==> src/rtl/adc_seq_dma.sv <==
module adc_seq_dma #(
  parameter int AW = 24
) (
  input  logic          clk,
  input  logic          rst_n,
  input  logic          reg_we,
  input  logic [1:0]    reg_addr,
  input  logic [7:0]    reg_wdata,
  input  logic [1:0]    adc_mode,
  input  logic          trig_single,
  input  logic          trig_timer,
  input  logic          trig_ext,
  output logic          adc_req,
  output logic [3:0]    adc_ch,
  input  logic          adc_done,
  input  logic [11:0]   adc_result,
  output logic [AW-1:0] mem_addr,
  output logic          mem_rd,
  output logic          mem_wr,
  output logic [7:0]    mem_wdata,
  input  logic [7:0]    mem_rdata,
  output logic          bus_grant,
  output logic          done_irq,
  output logic          overrun
);
  localparam logic [3:0] STOP = 4'hF;
  localparam int NPB = (AW + 7) / 8;

  typedef enum logic [3:0] {IDLE, RD0, RD1, CHK, WAITT, CONV, WRH, WRL, FIN} st_t;

  st_t          st;
  logic         en, irq, ovr;
  logic [AW-1:0] ptr;
  logic [3:0]   ch;
  logic [11:0]  res;

  logic trig, busy, ctl_wr, start, stop, ptr_ok;
  assign trig   = trig_single | trig_timer | trig_ext;
  assign busy   = st inside {RD0, RD1, CHK, CONV, WRH, WRL};
  assign ctl_wr = reg_we && reg_addr == 2'd3;
  assign start  = ctl_wr && reg_wdata[6] && !en;
  assign stop   = ctl_wr && !reg_wdata[6];
  assign ptr_ok = reg_we && reg_addr != 2'd3 && adc_mode == 2'b00 && !en;

  logic unused_low;
  assign unused_low = ^{mem_rdata[3:0], reg_wdata[7], reg_wdata[5:0] & 6'h0};

  always_ff @(posedge clk or negedge rst_n) begin
    if (!rst_n) begin
      st  <= IDLE;
      en  <= 1'b0;
      irq <= 1'b0;
      ovr <= 1'b0;
      ptr <= '0;
      ch  <= '0;
      res <= '0;
    end else begin
      if (ctl_wr) en <= reg_wdata[6];
      if (stop) begin
        st <= IDLE;
      end else if (start) begin
        st  <= RD0;
        irq <= 1'b0;
        ovr <= 1'b0;
      end else begin
        if (trig && busy) ovr <= 1'b1;
        case (st)
          RD0:   st <= RD1;
          RD1:   begin ch <= mem_rdata[7:4]; st <= CHK; end
          CHK:   if (ch == STOP || mem_rdata[7:4] == STOP) begin
                   st  <= FIN;
                   irq <= 1'b1;
                 end else st <= WAITT;
          WAITT: if (trig) st <= CONV;
          CONV:  if (adc_done) begin res <= adc_result; st <= WRH; end
          WRH:   st <= WRL;
          WRL:   begin ptr <= ptr + AW'(2); st <= RD0; end
          default: ;
        endcase
      end
      for (int b = 0; b < NPB; b++)
        if (ptr_ok && int'(reg_addr) == b)
          for (int k = 0; k < 8; k++)
            if (b * 8 + k < AW) ptr[b*8+k] <= reg_wdata[k];
    end
  end

  assign adc_req   = st == CONV;
  assign adc_ch    = ch;
  assign mem_rd    = st == RD0 || st == RD1;
  assign mem_wr    = st == WRH || st == WRL;
  assign mem_addr  = st == RD1 ? ptr + AW'(2) : st == WRL ? ptr + AW'(1) : ptr;
  assign mem_wdata = st == WRH ? {ch, res[11:8]} : res[7:0];
  assign bus_grant = en;
  assign done_irq  = irq;
  assign overrun   = ovr;
endmodule


==> config.mk <==
export PLATFORM = sky130hd
export DESIGN_NAME = adc_seq_dma
export DESIGN_NICKNAME = d
export VERILOG_FILES = /design/src/rtl/adc_seq_dma.sv
export SDC_FILE = /design/constraint.sdc
export NUM_CORES = 1
export LEC_CHECK = 0
export CORE_UTILIZATION = 40
export CTS_CLUSTER_SIZE = 14
export DETAILED_ROUTE_END_ITERATION = 16
export HOLD_SLACK_MARGIN = 0.02
export PLACE_DENSITY = 0.71
export SLEW_MARGIN = 20
export SYNTH_ARGS = -nofsm -noshare
export SYNTH_HDL_FRONTEND = slang
export SYNTH_SLANG_ARGS = --single-unit
==> constraint.sdc <==
create_clock -name clk -period 1.8 [get_ports clk]
set_clock_uncertainty 0.1 [all_clocks]
set_input_delay 0.18 -clock clk [delete_from_list [all_inputs] [get_ports clk]]
set_output_delay 0.18 -clock clk [all_outputs]
set_load 0.01 [all_outputs]
==> summary.txt, run 1 <==
status: finished, violations left
failing checks: negative setup slack
CP Max Fanout: 3
Synth Register Bits: 47
RSZ-0062 raised after global routing: yes
root buffer cell: clkbuf_8
Primary FF master, synth: dfrtp_1
Period minus WS final: 2360 ps
Port Buf Inserts: 76
Hold Fails Final Rpt: 0
Final setup viols: 66
syn_nets: 362
grt ovf: 0
commonest cells after routing, fill and taps aside: 82 x buf_4, 41 x dfrtp_1, 40 x clkdlybuf4s50_1, 40 x buf_6, 31 x nand2_1
post-DR vias/cell: 5.20
I/O pin count: 81
Worst-path clk slew: 110 ps
synthesized area: 3040 um2
HPWL after DPL: 6640 um
number of diodes: 0
max-cap violations: 0
Fin Setup TNS: -17100 ps
die height: 89.1 um
Final Core Density: 74.2%
highest attainable clock frequency: 424 MHz
Core Area: 7290 um2
FFs w/ async S/R, synth: 100%
cell area power density: 1230 nW/um2
first-pass GRT wire length: 15600 um
fin cells: 608
number of antenna violations at the first check in global routing: 0
Data required, critical path: 1520 ps
final slew viol count: 0
leak pwr: 2.40 nW
Least-Margin Pin Slew: 496 ps
drt first pass iters: 4
WL final: 10100 um
Final WS setup: -560 ps
CTS HTree Levels: 2
layout cells sized above 1: 53.2%
GP Congestion: 0.865
syn avg cell area: 9.46 um2
largest net degree at the start of global routing: 31
Worst Hold Class: input pin to async pin
critical path class: register to output port
row count: 31
number of synthesized flops with an enable pin: 0
pre-CTS WS: -649 ps
nets: 549
DRC errors left: 0
TritonCTS buffer count: 5
post-synthesis cell count: 321
Clock Sinks: 47
CTS tree: done
Vias: 3162
die area: 7940 um2
DP Cell Count: 565
Die X: 89.1 um
Slew Limit Headroom: 67.0%
fin crit share: 131%
DRT iter0 DRCs: 137
VDD IR-drop max: 0.00117 V
area added between synthesis and finish: 78.2%
Seq/Total Area, Yosys: 38.7%
CP Data Arrival Time: 2080 ps
Post-DRT Antenna Nets: 0
Synth Warn #: 0
crit start category: register
vias in the first global route: 3253
GR Util All Layers: 25.7%
most common cell after layout, fill and taps aside: buf_4
Worst Setup End Kind: output port
clk_lat worst skew: 320 ps
Initial Utilization: 41.6%
synth unique cells: 54
Clock Path Buffers: 2
routed len/inst: 16.6 um
cells by family (layout without fill, tap and decap cells):
| group | after synthesis | in the layout | synth area share [%] |
|---|---|---|---|
| AOI/OAI and AO/OA | 43 | 43 | 8.69 |
| xor gates and xnor gates | 44 | 44 | 12.7 |
| adders and majority gates | 2 | 2 | 0.824 |
| buffers and inverters | 20 | 208 | 3.05 |
| DFF | 47 | 47 | 38.7 |
| muxes | 26 | 26 | 9.60 |
| and+or+nand+nor | 139 | 139 | 26.4 |
metal layers:
metal	track usage (%)	vias up	wire length [um]
li1	-	1499	-
met1	28.9	1544	4020
met2	47.5	100	5440
met3	6.46	19	467
met4	8.37	0	177
met5	0	-	0
what timing repair did:
item,in CTS,in global routing
pin swaps,26,29
endpoints found under the setup margin,65,74
hold buffers,1,0
buffers inserted,22,14
resized for setup,223,52
endpoints found under the hold margin,17,0
power breakdown:
part	switching [mW]	internal, mW	total [mW]
clock network	0.415	0.284	0.699
logic	1.76	2.37	4.14
registers	0.387	1.46	1.85
path summary, 6_finish.rpt:
| kind | slack, ps | cells past startpoint | start | to |
|---|---|---|---|---|
| min in group clk | 360 | 2 | adc_result[5] | res[5] |
| hold / removal | 250 | 2 | rst_n | res[11] |
| setup / recovery | -560 | 8 | ptr[1] | mem_addr[14] |
| max in group asynchronous | 810 | 3 | rst_n | ptr[1] |
| hold reg to reg | 420 | 1 | res[5] | res[5] |
| setup reg to reg | -320 | 8 | st[0] | adc_ch[2] |
Yosys cell counts, types with 2 or more instances:
master | instances | share of area [%]
a21oi_1 | 14 | 2.3
and3_1 | 5 | 1.0
and4_1 | 3 | 0.87
buf_2 | 7 | 1.2
buf_4 | 2 | 0.49
clkbuf_1 | 6 | 0.74
dfrtp_1 | 47 | 39
ha_1 | 2 | 0.82
inv_1 | 3 | 0.37
mux2_2 | 25 | 9.3
nand2_1 | 35 | 4.3
nand2b_1 | 5 | 1.0
nand3_1 | 14 | 2.3
nand3b_1 | 2 | 0.49
nand4_1 | 13 | 2.7
nor2_1 | 28 | 3.5
nor2b_1 | 5 | 1.0
nor3_1 | 6 | 0.99
nor3_2 | 2 | 0.66
nor3b_1 | 2 | 0.49
o21ai_0 | 18 | 3.0
or3_1 | 3 | 0.62
xnor2_1 | 23 | 6.6
xor2_1 | 21 | 6.1
sequential cells by signal (all words and copies together) (netlist names):
signal     flops
done_irq       1
adc_ch         4
ptr           24
bus_grant      1
st             4
overrun        1
res           12
metrics by stage:
stage	hold slack, ps	cell area (um2)	power, mW
after floorplan	-216	3160	3.34
after global placement	68.2	4650	4.99
after detailed placement	65.6	4650	5.06
after CTS	251	5140	6.27
after global routing	289	5410	7.06
final	249	5410	6.68
cell type report:
class                      count  area, um2
fill                         500       1880
timing repair buffer         197       1750
tap                           99        124
clock inverter                 3       25.0
inverter                       3       11.3
clock buffer                   5       68.8
sequential                    47       1180
multi-input combinational    254       2250
worst max-delay path, cell delays in order, from the launching register on:
cell       delay [ps]
dfrtp_2           420
ha_2              200
and3_4            200
o2111ai_4         170
nor3_4            240
buf_4             150
nand3_2            90
xnor2_2           150
buf_2             140
Note: power is estimated with default switching activity, not from simulation.
==> run 2, diff against run 1 <==
--- a/config.mk
+++ b/config.mk
@@ -6,10 +6,12 @@
 export NUM_CORES = 1
 export LEC_CHECK = 0
 export CORE_UTILIZATION = 40
+export CTS_CLUSTER_DIAMETER = 40
 export CTS_CLUSTER_SIZE = 14
 export DETAILED_ROUTE_END_ITERATION = 16
 export HOLD_SLACK_MARGIN = 0.02
 export PLACE_DENSITY = 0.71
+export SETUP_SLACK_MARGIN = 0.05
 export SLEW_MARGIN = 20
 export SYNTH_ARGS = -nofsm -noshare
 export SYNTH_HDL_FRONTEND = slang
==> run 2 against run 1 <==
The flow still finishes with violations (negative setup slack). Largest cell class unchanged. Critical path depth shrank 1. Via count rose by 6.7%. Count of clock-buffer cells in the layout did not move. First-iteration DRC count rose by 34%. Setup slack got worse by 3.7 ps. Sequential share of layout area is 1.3 points lower. Largest power group unchanged. Global-route usage is 2.2 points higher. Final cell count increased by 3.3%. Non-clock buffer count grew 20. Design area up 6.5%. Register-to-register slack gained 20 ps.
==> summary.txt, run 2 (synthesis gave the netlist of run 1 again) <==
final slew viol count: 0 (unchanged)
Initial Utilization: 41.6% (unchanged)
Port Buf Inserts: 76 (unchanged)
number of flip-flops under the largest register name: 24 (unchanged)
WL final: 11700 um (+15%)
Fin Setup TNS: -16920 ps (+179 ps)
GP Congestion: 0.895 (+3.4%)
I/O pin count: 81 (unchanged)
Final WS setup: -563 ps (-3.66 ps)
CTS HTree Levels: 2 (unchanged)
flip-flop and latch area: 1190 um2 (+0.21%)
Worst Setup End Kind: output port
area of the multi-input gates: 2380 um2 (+5.6%)
die area: 7940 um2 (unchanged)
Worst-path clk slew: 110 ps (about the same)
CP Cell Sequence: ha_4 > nand3_4 > or4_4 > nor4_4 > a21oi_2 > xnor2_1 > buf_2
met1 usage in global routing: 31.5% (+2.7 points)
Clock Sinks: 47 (unchanged)
Period minus WS final: 2360 ps (+3.66 ps)
HPWL after DPL: 6710 um (+1.0%)
GR Util All Layers: 28.0% (+2.2 points)
CP Data Arrival Time: 2080 ps (about the same)
GRT met3 Usage: 5.82% (-0.65 points)
area added between synthesis and finish: 89.8%
max-cap violations: 0 (unchanged)
RSZ-0062 raised after global routing: yes
Largest regs: ptr x24, res x12
layout cells sized above 1: 58.4% (+5.2 points)
failing checks: negative setup slack
Worst Hold Class: input pin to async pin
commonest cells after routing, fill and taps aside: 86 x buf_4, 58 x buf_6, 40 x clkdlybuf4s50_1, 39 x dfrtp_1, 27 x buf_2
grt ovf: 0 (unchanged)
DRC errors left: 0 (unchanged)
nets: 569 (+3.6%)
vias in the first global route: 3443 (+5.8%)
Least-Margin Pin Slew: 385 ps (-110 ps)
CP max-delay cell: or4_4
cell area power density: 1250 nW/um2 (+1.5%)
row count: 31 (unchanged)
Biggest register: ptr
Clock Path Buffers: 2 (unchanged)
Slew Limit Headroom: 74.2% (+7.2 points)
routed len/inst: 18.6 um (+12%)
number of antenna violations at the first check in global routing: 0 (unchanged)
Buf/Inv on CP: 1 (-1)
Die X: 89.1 um (unchanged)
Fill cells: 449 (-10%)
CP startpoint: ptr[1]
critical path class: register to output port
Overall Power: 7.23 mW (+8.2%)
Hold Fails Final Rpt: 0 (unchanged)
leak pwr: 2.62 nW (+9.3%)
drt first pass iters: 4 (unchanged)
CTS tree: done
Final setup viols: 60 (-9.1%)
Core Area: 7290 um2 (unchanged)
CP delay by family, top: simple AND/OR/NAND/NOR gates
most used routing layer: met2
die height: 89.1 um (unchanged)
fin crit share: 131% (+0.20 points)
Post-DRT Antenna Nets: 0 (unchanged)
VDD IR-drop max: 0.000914 V (-22%)
root buffer cell: clkbuf_8
Max stage delay on crit path: 480 ps (+60 ps)
status: finished, violations left
CP Max Fanout: 3 (unchanged)
DRT iter0 DRCs: 183 (+34%)
first-pass GRT wire length: 16700 um (+7.1%)
met2 GRT Util: 50.1% (+2.6 points)
Vias: 3373 (+6.7%)
Data required, critical path: 1520 ps (about the same)
clk_lat worst skew: 330 ps (about the same)
crit start category: register
most common cell after layout, fill and taps aside: buf_4
number of diodes: 0 (unchanged)
Final Core Density: 79.0% (+4.9 points)
post-DR vias/cell: 5.37 (+3.3%)
TritonCTS buffer count: 5 (unchanged)
R2R Path Start: st[3]
largest net degree at the start of global routing: 48 (+55%)
highest attainable clock frequency: 423 MHz (-0.15%)
[run 2: final cells by class]
| type | instances | area share (%) |
|---|---|---|
| Clock inverter | 3 | 0.803 |
| Timing Repair Buffer | 217 | 33.9 |
| Sequential cell | 47 | 20.6 |
| Tap cell | 99 | 2.15 |
| Multi-Input combinational cell | 254 | 41.2 |
| Clock buffer | 5 | 1.19 |
| Inverter | 3 | 0.195 |
[run 2: power breakdown]
part | total [mW] | switching (mW) | internal [mW]
Clock | 0.846 | 0.426 | 0.419
Combinational | 4.50 | 1.96 | 2.54
Sequential | 1.88 | 0.419 | 1.46
Total | 7.23 | 2.80 | 4.42
[run 2: per-layer routing]
layer	routed length (um)	up-vias	share of wire (%)
met5	0	-	0
met4	544	0	4.7
met3	576	45	4.9
met2	6220	130	53
met1	4320	1655	37
li1	-	1543	-
[run 2: metrics by stage]
step	hold slack, ps	setup slack [ps]	instances	instance area (um2)
floorplan	-216	-70.0	321	3170
global placement	86.6	-570	568	4660
detailed placement	91.9	-670	568	4660
CTS	296	-460	608	5340
global route	321	-633	628	5760
finish	252	-563	628	5760
[run 2: worst paths after layout]
kind	end	slack, ps	depth (start not counted)
setup reg to reg	ptr[1]	-300	10
hold reg to reg	done_irq	420	2
min in group clk	res[1]	360	2
max in group asynchronous	ptr[2]	1090	3
hold / removal	ptr[20]	250	3
setup / recovery	mem_addr[21]	-560	7
[run 2: worst min-delay path, cell delays in order]
cell and delay, ps:
dlygate4sd3_1 510, buf_2 120, buf_12 250
[run 2: repair_timing]
item / CTS / global route
pin swaps: 40 / 34
hold buffers: 1 / 0
resized for setup: 251 / 68
setup endpoints to repair: 73 / 75
gates cloned: 2 / 0
setup buffers: 29 / 25
endpoints found under the hold margin: 47 / 0
